===== config.mk =====
export PLATFORM = sky130hd
export DESIGN_NAME = rail_sequencer
export DESIGN_NICKNAME = d
export VERILOG_FILES = /design/src/rtl/rail_seq_pkg.sv /design/src/rtl/rail_seq_sync.sv /design/src/rtl/rail_seq_datapath.sv /design/src/rtl/rail_seq_ctrl.sv /design/src/rtl/rail_sequencer.sv
export SDC_FILE = /design/constraint.sdc
export NUM_CORES = 1
export LEC_CHECK = 0
export CAP_MARGIN = 5
export CORE_MARGIN = 8
export CORE_UTILIZATION = 40
export CTS_CLUSTER_DIAMETER = 200
export DETAILED_ROUTE_END_ITERATION = 12
export GPL_TIMING_DRIVEN = 0
export PLACE_DENSITY_LB_ADDON = 0.15
export SKIP_LAST_GASP = 1
export SYNTH_ARGS = -nofsm -noshare
export SYNTH_HDL_FRONTEND = slang
export SYNTH_SLANG_ARGS = --single-unit
export TNS_END_PERCENT = 30

===== constraint.sdc =====
create_clock -name clk -period 3.1 [get_ports clk]
set_input_delay 0.62 -clock clk [delete_from_list [all_inputs] [get_ports clk]]
set_output_delay 0.62 -clock clk [all_outputs]
set_load 0.05 [all_outputs]

===== src/rtl/rail_seq_pkg.sv =====
`timescale 1ns/1ps
package rail_seq_pkg;

  // Rail index inside every four-bit enable vector; order is the power-up order.
  localparam int RAIL_CORE = 0;
  localparam int RAIL_V10  = 1;
  localparam int RAIL_V18  = 2;
  localparam int RAIL_V15  = 3;
  localparam int RAIL_COUNT = 4;

  typedef enum logic [3:0] {
    S_IDLE,
    S_CORE_WAIT,
    S_CORE_HOLD,
    S_V10_WAIT,
    S_V10_HOLD,
    S_V18_RAMP,
    S_V18_STABLE,
    S_V15_WAIT,
    S_V15_HOLD,
    S_DONE,
    S_OFF15,
    S_OFF18,
    S_OFF10,
    S_OFFCORE,
    S_HALT
  } seqState_t;

  // Strobes from control to datapath, registered by the datapath.
  typedef struct packed {
    logic                  clrTimer;
    logic                  shutdown;
    logic [RAIL_COUNT-1:0] enTarget;
    logic                  pg18;
    logic                  clkPulse;
    logic                  allGood;
    logic                  fault;
  } seqCmd_t;

endpackage


===== src/rtl/rail_seq_sync.sv =====
`timescale 1ns/1ps
module rail_seq_sync #(
  parameter int WIDTH  = 4,
  parameter int STAGES = 2
) (
  input  logic             clk,
  input  logic             rst,
  input  logic [WIDTH-1:0] asyncIn,
  output logic [WIDTH-1:0] syncOut
);

  for (genvar bitIdx = 0; bitIdx < WIDTH; bitIdx++) begin : g_bit
    logic [STAGES-1:0] chain;
    always_ff @(posedge clk) begin
      if (rst) chain <= '0;
      else     chain <= {chain[STAGES-2:0], asyncIn[bitIdx]};
    end
    assign syncOut[bitIdx] = chain[STAGES-1];
  end

endmodule


===== src/rtl/rail_seq_datapath.sv =====
`timescale 1ns/1ps
module rail_seq_datapath
  import rail_seq_pkg::*;
#(
  parameter int HOLD_CYCLES    = 125000,
  parameter int TIMEOUT_CYCLES = 500000
) (
  input  logic                  clk,
  input  logic                  rst,
  input  seqCmd_t               cmd,
  output logic                  holdDone,
  output logic                  timeoutHit,
  output logic [RAIL_COUNT-1:0] enOut,
  output logic                  pg18Out,
  output logic                  clkPulseOut,
  output logic                  allGoodOut,
  output logic                  faultOut
);

  localparam int MAX_COUNT = (HOLD_CYCLES > TIMEOUT_CYCLES) ? HOLD_CYCLES : TIMEOUT_CYCLES;
  localparam int CNT_W     = $clog2(MAX_COUNT + 1);
  localparam logic [CNT_W-1:0] HOLD_LAST    = CNT_W'(HOLD_CYCLES - 1);
  localparam logic [CNT_W-1:0] TIMEOUT_LAST = CNT_W'(TIMEOUT_CYCLES - 1);
  localparam logic [CNT_W-1:0] CNT_CEIL     = CNT_W'(MAX_COUNT);

  logic [CNT_W-1:0] stepCnt;

  // Shared step timer: cleared on each state change, saturates at its ceiling.
  always_ff @(posedge clk) begin
    if (rst)                   stepCnt <= '0;
    else if (cmd.clrTimer)     stepCnt <= '0;
    else if (stepCnt != CNT_CEIL) stepCnt <= stepCnt + 1'b1;
  end

  assign holdDone   = (stepCnt == HOLD_LAST);
  assign timeoutHit = (stepCnt == TIMEOUT_LAST);

  // Output registers. During shutdown the target only ever removes enables.
  always_ff @(posedge clk) begin
    if (rst) begin
      enOut       <= '0;
      pg18Out     <= 1'b0;
      clkPulseOut <= 1'b0;
      allGoodOut  <= 1'b0;
      faultOut    <= 1'b0;
    end else begin
      if (cmd.shutdown) begin
        enOut   <= enOut & cmd.enTarget;
        pg18Out <= pg18Out & cmd.enTarget[RAIL_V18];
      end else begin
        enOut   <= cmd.enTarget;
        pg18Out <= cmd.pg18;
      end
      clkPulseOut <= cmd.clkPulse;
      allGoodOut  <= cmd.allGood;
      faultOut    <= cmd.fault;
    end
  end

  assert_order_v10_R3: assert property (@(posedge clk) disable iff (rst)
    enOut[RAIL_V10] |-> enOut[RAIL_CORE]);
  assert_order_v18_R3: assert property (@(posedge clk) disable iff (rst)
    enOut[RAIL_V18] |-> enOut[RAIL_V10]);
  assert_order_v15_R3: assert property (@(posedge clk) disable iff (rst)
    enOut[RAIL_V15] |-> enOut[RAIL_V18]);
  assert_pg18_needs_en_R4: assert property (@(posedge clk) disable iff (rst)
    pg18Out |-> enOut[RAIL_V18]);
  assert_pulse_single_R5: assert property (@(posedge clk) disable iff (rst)
    clkPulseOut |=> !clkPulseOut);
  assert_fault_sticky_R9: assert property (@(posedge clk) disable iff (rst)
    faultOut |=> faultOut);
  assert_one_release_R9: assert property (@(posedge clk) disable iff (rst)
    $countones($past(enOut) & ~enOut) <= 1);

endmodule


===== src/rtl/rail_seq_ctrl.sv =====
`timescale 1ns/1ps
module rail_seq_ctrl
  import rail_seq_pkg::*;
(
  input  logic    clk,
  input  logic    rst,
  input  logic    startSync,
  input  logic    pgCoreSync,
  input  logic    pg10Sync,
  input  logic    pg15Sync,
  input  logic    holdDone,
  input  logic    timeoutHit,
  output seqCmd_t cmd
);

  seqState_t state, nextState;
  logic      startPrev;
  logic      startRise;
  logic      dropFault;
  logic      pulseNow;

  function automatic logic [RAIL_COUNT-1:0] railMask(seqState_t s);
    case (s)
      S_CORE_WAIT, S_CORE_HOLD:              railMask = 4'b0001;
      S_V10_WAIT, S_V10_HOLD:                railMask = 4'b0011;
      S_V18_RAMP, S_V18_STABLE:              railMask = 4'b0111;
      S_V15_WAIT, S_V15_HOLD, S_DONE:        railMask = 4'b1111;
      S_OFF15:                               railMask = 4'b0111;
      S_OFF18:                               railMask = 4'b0011;
      S_OFF10:                               railMask = 4'b0001;
      default:                               railMask = 4'b0000;
    endcase
  endfunction

  assign startRise = startSync & ~startPrev;

  // A rail already accepted as good must stay good.
  always_comb begin
    dropFault = 1'b0;
    if ((state inside {S_CORE_HOLD, S_V10_WAIT, S_V10_HOLD, S_V18_RAMP, S_V18_STABLE,
                       S_V15_WAIT, S_V15_HOLD, S_DONE}) && !pgCoreSync)
      dropFault = 1'b1;
    if ((state inside {S_V10_HOLD, S_V18_RAMP, S_V18_STABLE, S_V15_WAIT,
                       S_V15_HOLD, S_DONE}) && !pg10Sync)
      dropFault = 1'b1;
    if ((state inside {S_V15_HOLD, S_DONE}) && !pg15Sync)
      dropFault = 1'b1;
  end

  always_comb begin
    nextState = state;
    pulseNow  = 1'b0;
    case (state)
      S_IDLE:       if (startRise) nextState = S_CORE_WAIT;
      S_CORE_WAIT:  if (pgCoreSync) nextState = S_CORE_HOLD;
                    else if (timeoutHit) nextState = S_OFF15;
      S_CORE_HOLD:  if (holdDone) nextState = S_V10_WAIT;
      S_V10_WAIT:   if (pg10Sync) nextState = S_V10_HOLD;
                    else if (timeoutHit) nextState = S_OFF15;
      S_V10_HOLD:   if (holdDone) nextState = S_V18_RAMP;
      S_V18_RAMP:   if (holdDone) nextState = S_V18_STABLE;
      S_V18_STABLE: if (holdDone) begin
                      nextState = S_V15_WAIT;
                      pulseNow  = 1'b1;
                    end
      S_V15_WAIT:   if (pg15Sync) nextState = S_V15_HOLD;
                    else if (timeoutHit) nextState = S_OFF15;
      S_V15_HOLD:   if (holdDone) nextState = S_DONE;
      S_DONE:       nextState = S_DONE;
      S_OFF15:      nextState = S_OFF18;
      S_OFF18:      nextState = S_OFF10;
      S_OFF10:      nextState = S_OFFCORE;
      S_OFFCORE:    nextState = S_HALT;
      S_HALT:       nextState = S_HALT;
      default:      nextState = S_IDLE;
    endcase
    if (dropFault) begin
      nextState = S_OFF15;
      pulseNow  = 1'b0;
    end
  end

  always_ff @(posedge clk) begin
    if (rst) begin
      state     <= S_IDLE;
      startPrev <= 1'b0;
    end else begin
      state     <= nextState;
      startPrev <= startSync;
    end
  end

  // Outputs follow the state being entered, so they change with the state.
  always_comb begin
    cmd.clrTimer = (nextState != state);
    cmd.fault    = nextState inside {S_OFF15, S_OFF18, S_OFF10, S_OFFCORE, S_HALT};
    cmd.shutdown = cmd.fault;
    cmd.enTarget = railMask(nextState);
    cmd.pg18     = nextState inside {S_V18_STABLE, S_V15_WAIT, S_V15_HOLD, S_DONE};
    cmd.clkPulse = pulseNow;
    cmd.allGood  = (nextState == S_DONE);
  end

  assert_idle_needs_start_R2: assert property (@(posedge clk) disable iff (rst)
    (state == S_IDLE && !startSync) |=> state == S_IDLE);
  assert_timeout_core_R7: assert property (@(posedge clk) disable iff (rst)
    (state == S_CORE_WAIT && !pgCoreSync && timeoutHit) |=> state == S_OFF15);
  assert_drop_done_R8: assert property (@(posedge clk) disable iff (rst)
    (state == S_DONE && !(pgCoreSync && pg10Sync && pg15Sync)) |=> state == S_OFF15);
  assert_halt_stays_R9: assert property (@(posedge clk) disable iff (rst)
    (state == S_HALT) |=> state == S_HALT);

endmodule


===== src/rtl/rail_sequencer.sv =====
`timescale 1ns/1ps
module rail_sequencer
  import rail_seq_pkg::*;
#(
  parameter int HOLD_CYCLES    = 125000,
  parameter int TIMEOUT_CYCLES = 500000
) (
  input  logic clk,
  input  logic rst,
  input  logic startReq,
  input  logic pgCoreIn,
  input  logic pg1v0In,
  input  logic pg1v5In,
  output logic enCore,
  output logic en1v0,
  output logic en1v8,
  output logic en1v5,
  output logic pg1v8Out,
  output logic clkInitPulse,
  output logic allGood,
  output logic faultFlag
);

  logic [3:0]            syncBus;
  logic [RAIL_COUNT-1:0] enBus;
  logic                  holdDone;
  logic                  timeoutHit;
  seqCmd_t               cmd;

  rail_seq_sync #(.WIDTH(4), .STAGES(2)) u_sync (
    .clk     (clk),
    .rst     (rst),
    .asyncIn ({pg1v5In, pg1v0In, pgCoreIn, startReq}),
    .syncOut (syncBus)
  );

  rail_seq_ctrl u_ctrl (
    .clk        (clk),
    .rst        (rst),
    .startSync  (syncBus[0]),
    .pgCoreSync (syncBus[1]),
    .pg10Sync   (syncBus[2]),
    .pg15Sync   (syncBus[3]),
    .holdDone   (holdDone),
    .timeoutHit (timeoutHit),
    .cmd        (cmd)
  );

  rail_seq_datapath #(
    .HOLD_CYCLES    (HOLD_CYCLES),
    .TIMEOUT_CYCLES (TIMEOUT_CYCLES)
  ) u_datapath (
    .clk         (clk),
    .rst         (rst),
    .cmd         (cmd),
    .holdDone    (holdDone),
    .timeoutHit  (timeoutHit),
    .enOut       (enBus),
    .pg18Out     (pg1v8Out),
    .clkPulseOut (clkInitPulse),
    .allGoodOut  (allGood),
    .faultOut    (faultFlag)
  );

  assign enCore = enBus[RAIL_CORE];
  assign en1v0  = enBus[RAIL_V10];
  assign en1v8  = enBus[RAIL_V18];
  assign en1v5  = enBus[RAIL_V15];

  assert_allgood_rails_R6: assert property (@(posedge clk) disable iff (rst)
    allGood |-> (en1v5 && pg1v8Out && !faultFlag));
  assert_fault_clears_good_R8: assert property (@(posedge clk) disable iff (rst)
    faultFlag |-> !allGood);

endmodule


---- Word-level counts from Yosys, hierarchy flattened ----
Memories as Yosys holds them, arrays and structs flattened.
Index checks and enable logic that the tools add are counted.
operators by class
  muxes and demuxes ....................... 18
  reduce and logical (&&, ||, !) cells .... 15
  add/subtract/negate cells ............... 1
  bitwise gates (word level) .............. 5
  eq/ne operators ......................... 27
operator list
  kind                   count
  $eq 4x4->1 const B     14
  $pmux 4 s14            1
  $mux 4                 12
  $eq 4x3->1 const B     6
  $add 19x1->19 const B  1
  $eq 19x17->1 const B   1
  $eq 19x19->1 const B   1
  $ne 19x19->1 const B   1
  $eq 4x2->1 const B     2
  $reduce_bool 8->1      1
  $reduce_bool 6->1      1
  $mux 1                 5
  $reduce_bool 5->1      1
  $and 4x4->4            1
  $eq 4x1->1 const B     1
  $logic_not 4->1        1
  $ne 4x4->1             1
  $reduce_bool 4->1      1
  $reduce_or 2->1        2
  $logic_and 1x1->1      3
  $logic_not 1->1        3
  $reduce_or 3->1        1
  $and 1x1->1            2
  $not 1->1              2
  $reduce_bool 2->1      1
storage, ports and cells
  register bits ........................... 40
  output and inout port bits .............. 8
  input port bits ......................... 6
  memories kept ........................... 1
  word-level logic and storage cells ...... 79
  memory bits (read-only) ................. 64
memories
  name             depth  width  read ports  clocked after memory_dff  wr ports  RTL line             RTL
  (no name shown)  16     4      1           0                         0         rail_seq_ctrl.sv:23  case (s)

---- Longest topological paths before layout ----
Gate-level depths: netlist (run 1).
  depth in word-level cells ............... 10
  depth in mapped cells ................... 10
  gate-level depth less buffers ........... 8

---- Cells and area by module ----
From an unflattened synthesis (run 1), not the netlist that was laid out.
unflattened totals
  cell total of the unflattened synthesis .. 260
  area total of the unflattened synthesis .. 2175.8 um^2
modules (own cells, without submodules)
  module             area each (um^2)  times used  cells an instance
  rail_seq_datapath  1277.5            1           145
  rail_seq_ctrl      658.1             1           95
  rail_seq_sync      240.2             1           20

---- Worst setup path before layout (run 1) ----
Ideal clock, no wire load.
  path kind ............................... register to register
  start ................................... register u_datapath.stepCnt[1]
  end ..................................... register u_datapath.stepCnt[10]
  period minus slack after synthesis ...... 2.229 ns
  slack ................................... 0.871 ns
  data arrival time ....................... 2.151 ns
  stages on the path, launching flop included .. 10
  path through ............................ dfxtp_1 > ha_1 > nor4bb_1 > nand4_1 > or3_1 > o2111ai_2 > xnor2_1 > nand2_2 > buf_6 > nor3_1
between the ends
  cells in the longest elaborated chain, start to end .. 7
  elaborated cells on any way between the ends .. 17
  classes of those cells .................. 1 x add/sub; 4 x eq/ne; 11 x mux; 1 x reduce/logical
RTL lines
  what                              RTL line                                                       RTL
  start: declaration                rail_seq_datapath.sv:26                                        logic [CNT_W-1:0] stepCnt;
  start signal: assignment          rail_seq_datapath.sv:32                                        else if (stepCnt != CNT_CEIL) stepCnt <= stepCnt + 1'b1;
  $eq 19x19->1                      rail_seq_datapath.sv:36                                        assign timeoutHit = (stepCnt == TIMEOUT_LAST);
  $mux 4                            rail_seq_ctrl.sv:56, rail_seq_ctrl.sv:59, rail_seq_ctrl.sv:67
  $mux 4, on equally long branches  rail_seq_ctrl.sv:66, rail_seq_ctrl.sv:55, rail_seq_ctrl.sv:58
  $pmux 4 s14                       rail_seq_ctrl.sv:53                                            case (state)
  $mux 4                            rail_seq_ctrl.sv:77                                            if (dropFault) begin
  $ne 4x4->1                        rail_seq_ctrl.sv:95                                            cmd.clrTimer = (nextState != state);
  $reduce_or 2->1 (no source line)  --
Several ways; a longest one is shown, not always the timed one.
A chain may end at the register's enable or synchronous reset.

---- Worst setup path after layout (run 1) ----
  start ................................... register u_datapath.stepCnt[1]
  end ..................................... register u_datapath.stepCnt[9]
The elaborated chain is that of the path after synthesis.

==> results.toml, run 1 <==
[status]
status = "completed"

[logic_synthesis]
syn_area_um2 = 2191
synth_edf_count = 0
synth_cell_type_count = 56
yosysWarnings = 0
synth_cells = 243
synth_top_cell_area_share = 0.3655
ys_seq_elements = 40
synth_area_per_cell_um2 = 9.016
synth_area_leaders = "dfxtp_1, xnor2_1, nor2b_1, nor3_1, nor2_1"
seq_area_frac_synth = 0.3655
synthFlopType = "dfxtp_1"
postSynth.asyncResetShare = 0
postSynthNetCount = 251
yosysTopAreaCell = "dfxtp_1"

[drt]
ant_nets = 0
routedWlPerCell_um = 14.02
drtIter0Drc = 100
route.detailed.drc = 0
post_drt_via_cell_ratio = 5.307
wl_um = 4710
vias = 1783
dr.pass1.iters = 4

[cells_and_area]
fillers = 546
multiInputGateArea_um2 = 1286
num_antenna_cells = 0
areaGrowthSynthToFinish_pct = 14.96
fin_util = 0.4660
layout_commonest_cell = "dfxtp_1"
register_area_um2 = 800.8
drive_gt1_frac = 0.1553
post-route-cell-area_um2 = 2519
layout_common_cells = "dfxtp_1, nor2_1, nand2_1"
fin_nets = 271

[power_and_ir_drop]
p_leak_uw = 0.0008585
p_per_area_nw_per_um2 = 583.5
pwr-share-comb = 0.326
switching_share = 0.3409
ir_drop_mv = 0.3128
power_frac_seq = 0.389
pwr-share-clk = 0.285
switchingPower_uw = 500.9
p_int_uw = 968.6

[hold_path]
whs_path_depth = 1
min_path_type = "flip-flop to flip-flop"
min-delay-start = "u_sync.g_bit[0].chain[0]$_SDFF_PP0_"
whs_endpoint = "u_sync.g_bit[0].chain[1]$_SDFF_PP0_"

[global_routing]
grt_pass1_wl_um = 8045
grt.total_usage = 0.1192
grt_pass1_vias = 1691
antenna_found_initial = 0
grt_max_degree = 13
globalRouteOverflowTotal = 0

[timing]
period_share = 0.8421
totalNegativeSetupSlack_ns = 0
rsz0062_at_grt = "false"
hold_viol = 0
finClkSkew_ns = 0.007771
period_minus_slack_ns = 2.610
whs_ns = 0.4350
relSlewSlack = 0.6627
tightest_slew_ns = 0.5044
drv_slew = 0
max_freq_mhz = 383.1
finalSetupViolations = 0

[floorplan]
start_util = 0.4053
core_region_area_um2 = 5405
row_count = 27
die_h_um = 90.01
die_x_um = 90.01
fp.dieArea_um2 = 8101
ios = 14

[cts]
cts.clk_slew.worst_paths_ns = 0.08
numCtsBuffers = 5
cts-root-buf = "clkbuf_8"
ctsHtreeMaxLevel = 2
cts_resized = 0
post_cts_buffers = 0
cts_sinks = 40
clk_path_buf_depth = 2
hold_buffers = 0
tritoncts = "built"
clock_latency_ns = 0.29

[setup_path]
r2r_end = "u_datapath.stepCnt[9]$_SDFFE_PP0P_"
crit_start = "u_datapath.stepCnt[1]$_SDFFE_PP0P_"
critPathLaunchType = "flip-flop"
rr_startpoint = "u_datapath.stepCnt[1]$_SDFFE_PP0P_"
critical_path.max_fanout = 10
crit_required_ns = 3.32
r2r_cells = 9
crit_path_end_kind = "flip-flop"
cp.arrival_ns = 2.83
path_class = "flip-flop to flip-flop"
r2r_slack_ns = 0.49

[placed_design]
hpwl_um = 3475
place.gp.congestion = 0.8432
numPortBuffers = 13
place_area_um2 = 2411

[job]
drv_cap = 0
through the flow:
step | power, uW | setup WS (ns) | std cells
floorplan | 942.7 | 0.8712 | 243
global placement | 1065 | 0.5237 | 328
detailed placement | 1065 | 0.4699 | 328
CTS | 1488 | 0.4379 | 336
global route | 1550 | 0.2264 | 336
finish | 1470 | 0.4895 | 336
how the worst max path moves through the flow:
stage | endpoint | slack (ns) | cells after the start
CTS | u_datapath.stepCnt[9]$_SDFFE_PP0P_ | 0.44 | 9
floorplan | u_datapath.stepCnt[10]$_SDFFE_PP0P_ | 0.87 | 9
global placement | u_datapath.stepCnt[8]$_SDFFE_PP0P_ | 0.52 | 9
global route | u_datapath.stepCnt[8]$_SDFFE_PP0P_ | 0.23 | 9
finish | u_datapath.stepCnt[9]$_SDFFE_PP0P_ | 0.49 | 9
detailed placement | u_datapath.stepCnt[7]$_SDFFE_PP0P_ | 0.47 | 9
layer usage:
layer	vias to the layer above	track usage	share of wire
li1	902	-	-
met1	844	0.1488	0.50
met2	27	0.1896	0.45
met3	10	0.02494	0.029
met4	0	0.05964	0.024
met5	-	0	0
synthesized netlist by cell type, types with 2 or more instances:
cell       n
dfxtp_1   40
nand4_1    6
xnor2_1   11
and2_1     2
nor3_2     7
or3b_1     2
o211a_1    2
inv_1      6
nand2_1   18
nor3b_1    4
and4bb_2   2
clkbuf_1   2
nand3_1   11
xor2_1     8
ha_1       2
nor2_1    20
nor2b_1   15
nor3_1    17
buf_4      2
buf_2      5
o21ai_0    2
and4_1     2
and3_1     6
buf_6      3
a21oi_1   14
nor4b_1    2
nand2_2    2
or3_1      2
power by group through the flow:
stage | combinational (uW) | sequential (uW) | clock (uW)
6_report | 479 | 571 | 419
5_1_grt | 514 | 577 | 459
4_1_cts | 484 | 571 | 433
3_5_place_dp | 482 | 583 | 0
3_3_place_gp | 482 | 583 | 0
2_1_floorplan | 283 | 660 | 0
cell families (layout without fill, tap and decap cells):
kind of cell / after synthesis / in the layout / share of synthesized area
AND/OR/NAND/NOR: 126 / 126 / 0.3370
flip-flops: 40 / 40 / 0.3655
AO/OA/AOI/OAI: 35 / 35 / 0.1405
XOR/XNOR: 20 / 20 / 0.08852
buffers and inverters: 18 / 39 / 0.04740
adder cells (fa/ha/maj): 2 / 2 / 0.01142
multiplexers: 2 / 2 / 0.009709
layout make-up:
| type | count | area share |
|---|---|---|
| Buffer | 12 | 0.03229 |
| Clock buffer | 6 | 0.02881 |
| Clock inverter | 2 | 0.01391 |
| Inverter | 6 | 0.008942 |
| Multi-Input combinational cell | 185 | 0.5107 |
| Sequential cell | 40 | 0.3179 |
| Tap cell | 72 | 0.03577 |
| Timing Repair Buffer | 13 | 0.05166 |
sequential cells by signal (all words and copies together) (netlist names):
register and cells:
u_datapath.stepCnt 19, u_datapath.enOut 4, u_sync.g_bit.chain 8, u_datapath.clkPulseOut 1, u_ctrl.state 4, u_datapath.allGoodOut 1, u_ctrl.startPrev 1, u_datapath.faultOut 1
u_datapath.pg18Out 1
critical path, stage by stage, from the launching register on:
cell and delay, ns:
dfxtp_1 0.39, ha_1 0.24, nor4bb_1 0.28, nand4_1 0.22, or3_1 0.47, o2111ai_2 0.17
xnor2_1 0.18, nand2_2 0.20, buf_6 0.21, nor3_1 0.18
No activity file was read; power rests on OpenSTA's default activity.
==> inputs of run 2 (changes only) <==
==> constraint.sdc (replaced) <==
create_clock -name clk -period 2.6 [get_ports clk]
set_input_delay 0.52 -clock clk [delete_from_list [all_inputs] [get_ports clk]]
set_output_delay 0.52 -clock clk [all_outputs]
set_load 0.05 [all_outputs]
==> results.toml, run 2 (synthesized netlist as in run 1, its figures left out) <==
[status]
status = "completed"

[placed_design]
place_area_um2 = 2411
numPortBuffers = 13
place.gp.congestion = 0.8432
hpwl_um = 3475
pre_cts_ws_ns = -0.03010

[setup_path]
crit_path_end_kind = "flip-flop"
rr_startpoint = "u_datapath.stepCnt[0]$_SDFFE_PP0P_"
r2r_cells = 8
critical_path.max_fanout = 7
cp.arrival_ns = 2.64
r2r_end = "u_datapath.enOut[1]$_SDFF_PP0_"
path_cells = "ha_2 -> nor4bb_2 -> nand4_1 -> buf_4 -> o31ai_4 -> a21o_4 -> a41oi_2 -> o221a_2"
endpoint = "u_datapath.enOut[1]$_SDFF_PP0_"
cpPeakStageDelay_ns = 0.38
crit_start = "u_datapath.stepCnt[0]$_SDFFE_PP0P_"
critPathLaunchType = "flip-flop"
path_class = "flip-flop to flip-flop"
slowest_stage = "dfxtp_1"
r2r_slack_ns = 0.15
crit_required_ns = 2.79

[global_routing]
grt.total_usage = 0.1201
grt_max_degree = 13
grt_pass1_wl_um = 8093
grt_pass1_vias = 1696
antenna_found_initial = 0
globalRouteOverflowTotal = 0

[timing]
hold_viol = 0
finClkSkew_ns = 0.009858
max_freq_mhz = 408.5
finalSetupViolations = 0
whs_ns = 0.4350
setup_ws_ns = 0.1520
totalNegativeSetupSlack_ns = 0
tightest_slew_ns = 0.5047
relSlewSlack = 0.6625
period_minus_slack_ns = 2.448
period_share = 0.9416
drv_slew = 0

[drt]
post_drt_via_cell_ratio = 5.304
routedWlPerCell_um = 14.16
ant_nets = 0
route.detailed.drc = 0
vias = 1814
wl_um = 4844
drtIter0Drc = 87
dr.pass1.iters = 4

[cells_and_area]
drive_gt1_frac = 0.1963
largest_reg_flops = 19
post-route-cell-area_um2 = 2597
reg.largest.list = "u_datapath.stepCnt: 19 flops, u_sync.g_bit.chain: 8 flops"
areaGrowthSynthToFinish_pct = 18.56
fillers = 541
layout_commonest_cell = "dfxtp_1"
fin_nets = 277
registers.top_by_ff_count = "u_datapath.stepCnt"
layout_common_cells = "dfxtp_1, nor2_1, nand2_1"
num_antenna_cells = 0
fin_util = 0.4806

[cts]
cts-root-buf = "clkbuf_8"
tritoncts = "built"
clock_latency_ns = 0.30
clk_path_buf_depth = 2
cts_sinks = 40
ctsHtreeMaxLevel = 2
cts.clk_slew.worst_paths_ns = 0.08
numCtsBuffers = 5

[floorplan]
die_h_um = 90.01
die_x_um = 90.01
ios = 14
core_region_area_um2 = 5405
fp.dieArea_um2 = 8101
row_count = 27
start_util = 0.4053

[power_and_ir_drop]
p_leak_uw = 0.0008869
ir_drop_mv = 0.3732
p_per_area_nw_per_um2 = 688.1

[job]
drv_cap = 0

[hold_path]
min_path_type = "flip-flop to flip-flop"
==> run 2: layer usage <==
metal / global-route usage / part of all wire / up-vias
met1: 0.1498 / 0.49 / 847
met3: 0.02494 / 0.035 / 14
met4: 0.05964 / 0.026 / 0
li1: - / - / 917
met5: 0 / 0 / -
met2: 0.1914 / 0.45 / 36
==> run 2: worst min-delay path by stage <==
stage,slack [ns],to,startpoint,cells past startpoint
finish,0.43,u_sync.g_bit[0].chain[1]$_SDFF_PP0_,u_sync.g_bit[0].chain[0]$_SDFF_PP0_,1
CTS,0.44,u_sync.g_bit[0].chain[1]$_SDFF_PP0_,u_sync.g_bit[0].chain[0]$_SDFF_PP0_,1
detailed placement,0.42,u_sync.g_bit[0].chain[1]$_SDFF_PP0_,u_sync.g_bit[0].chain[0]$_SDFF_PP0_,1
global route,0.46,u_sync.g_bit[0].chain[1]$_SDFF_PP0_,u_sync.g_bit[0].chain[0]$_SDFF_PP0_,1
floorplan,0.41,u_sync.g_bit[0].chain[1]$_SDFF_PP0_,u_sync.g_bit[0].chain[0]$_SDFF_PP0_,1
global placement,0.42,u_sync.g_bit[0].chain[1]$_SDFF_PP0_,u_sync.g_bit[0].chain[0]$_SDFF_PP0_,1
==> run 2: repair_timing <==
action | in CTS | in global routing
setup endpoints to repair | 10 | 23
buffers inserted | 2 | 4
hold buffers | 0 | 0
pin swaps | 1 | 2
resized for setup | 0 | 7
==> run 2: where the power goes <==
group          switching, uW  total [uW]  internal [uW]
logic                    371         604            233
clock network            217         502            285
registers               22.2         681            659
==> run 2: metrics by stage <==
step	instances	power, uW
floorplan	243	1124
global placement	328	1270
detailed placement	328	1270
CTS	338	1786
global route	342	1883
finish	342	1787
==> run 2: critical path: cells and delay by family (launching register included) <==
kind                     cells  cell delay [ns]
AND/OR/NAND/NOR              2             0.47
AO/OA/AOI/OAI                4             1.06
buffers and inverters        1             0.21
adder cells (fa/ha/maj)      1             0.23
flip-flops                   1             0.38
==> run 2: area by class of cell <==
| class | instances | area [um^2] | share of cell area |
|---|---|---|---|
| plain buffers | 12 | 81.33 | 0.03131 |
| clock buffers | 6 | 72.57 | 0.02794 |
| clock inverters | 2 | 35.03 | 0.01349 |
| inverters | 6 | 22.52 | 0.008671 |
| multi-input cells | 185 | 1319 | 0.5077 |
| flip-flops and latches | 40 | 802.0 | 0.3088 |
| well taps | 72 | 90.09 | 0.03468 |
| repair buffers | 19 | 175.2 | 0.06744 |
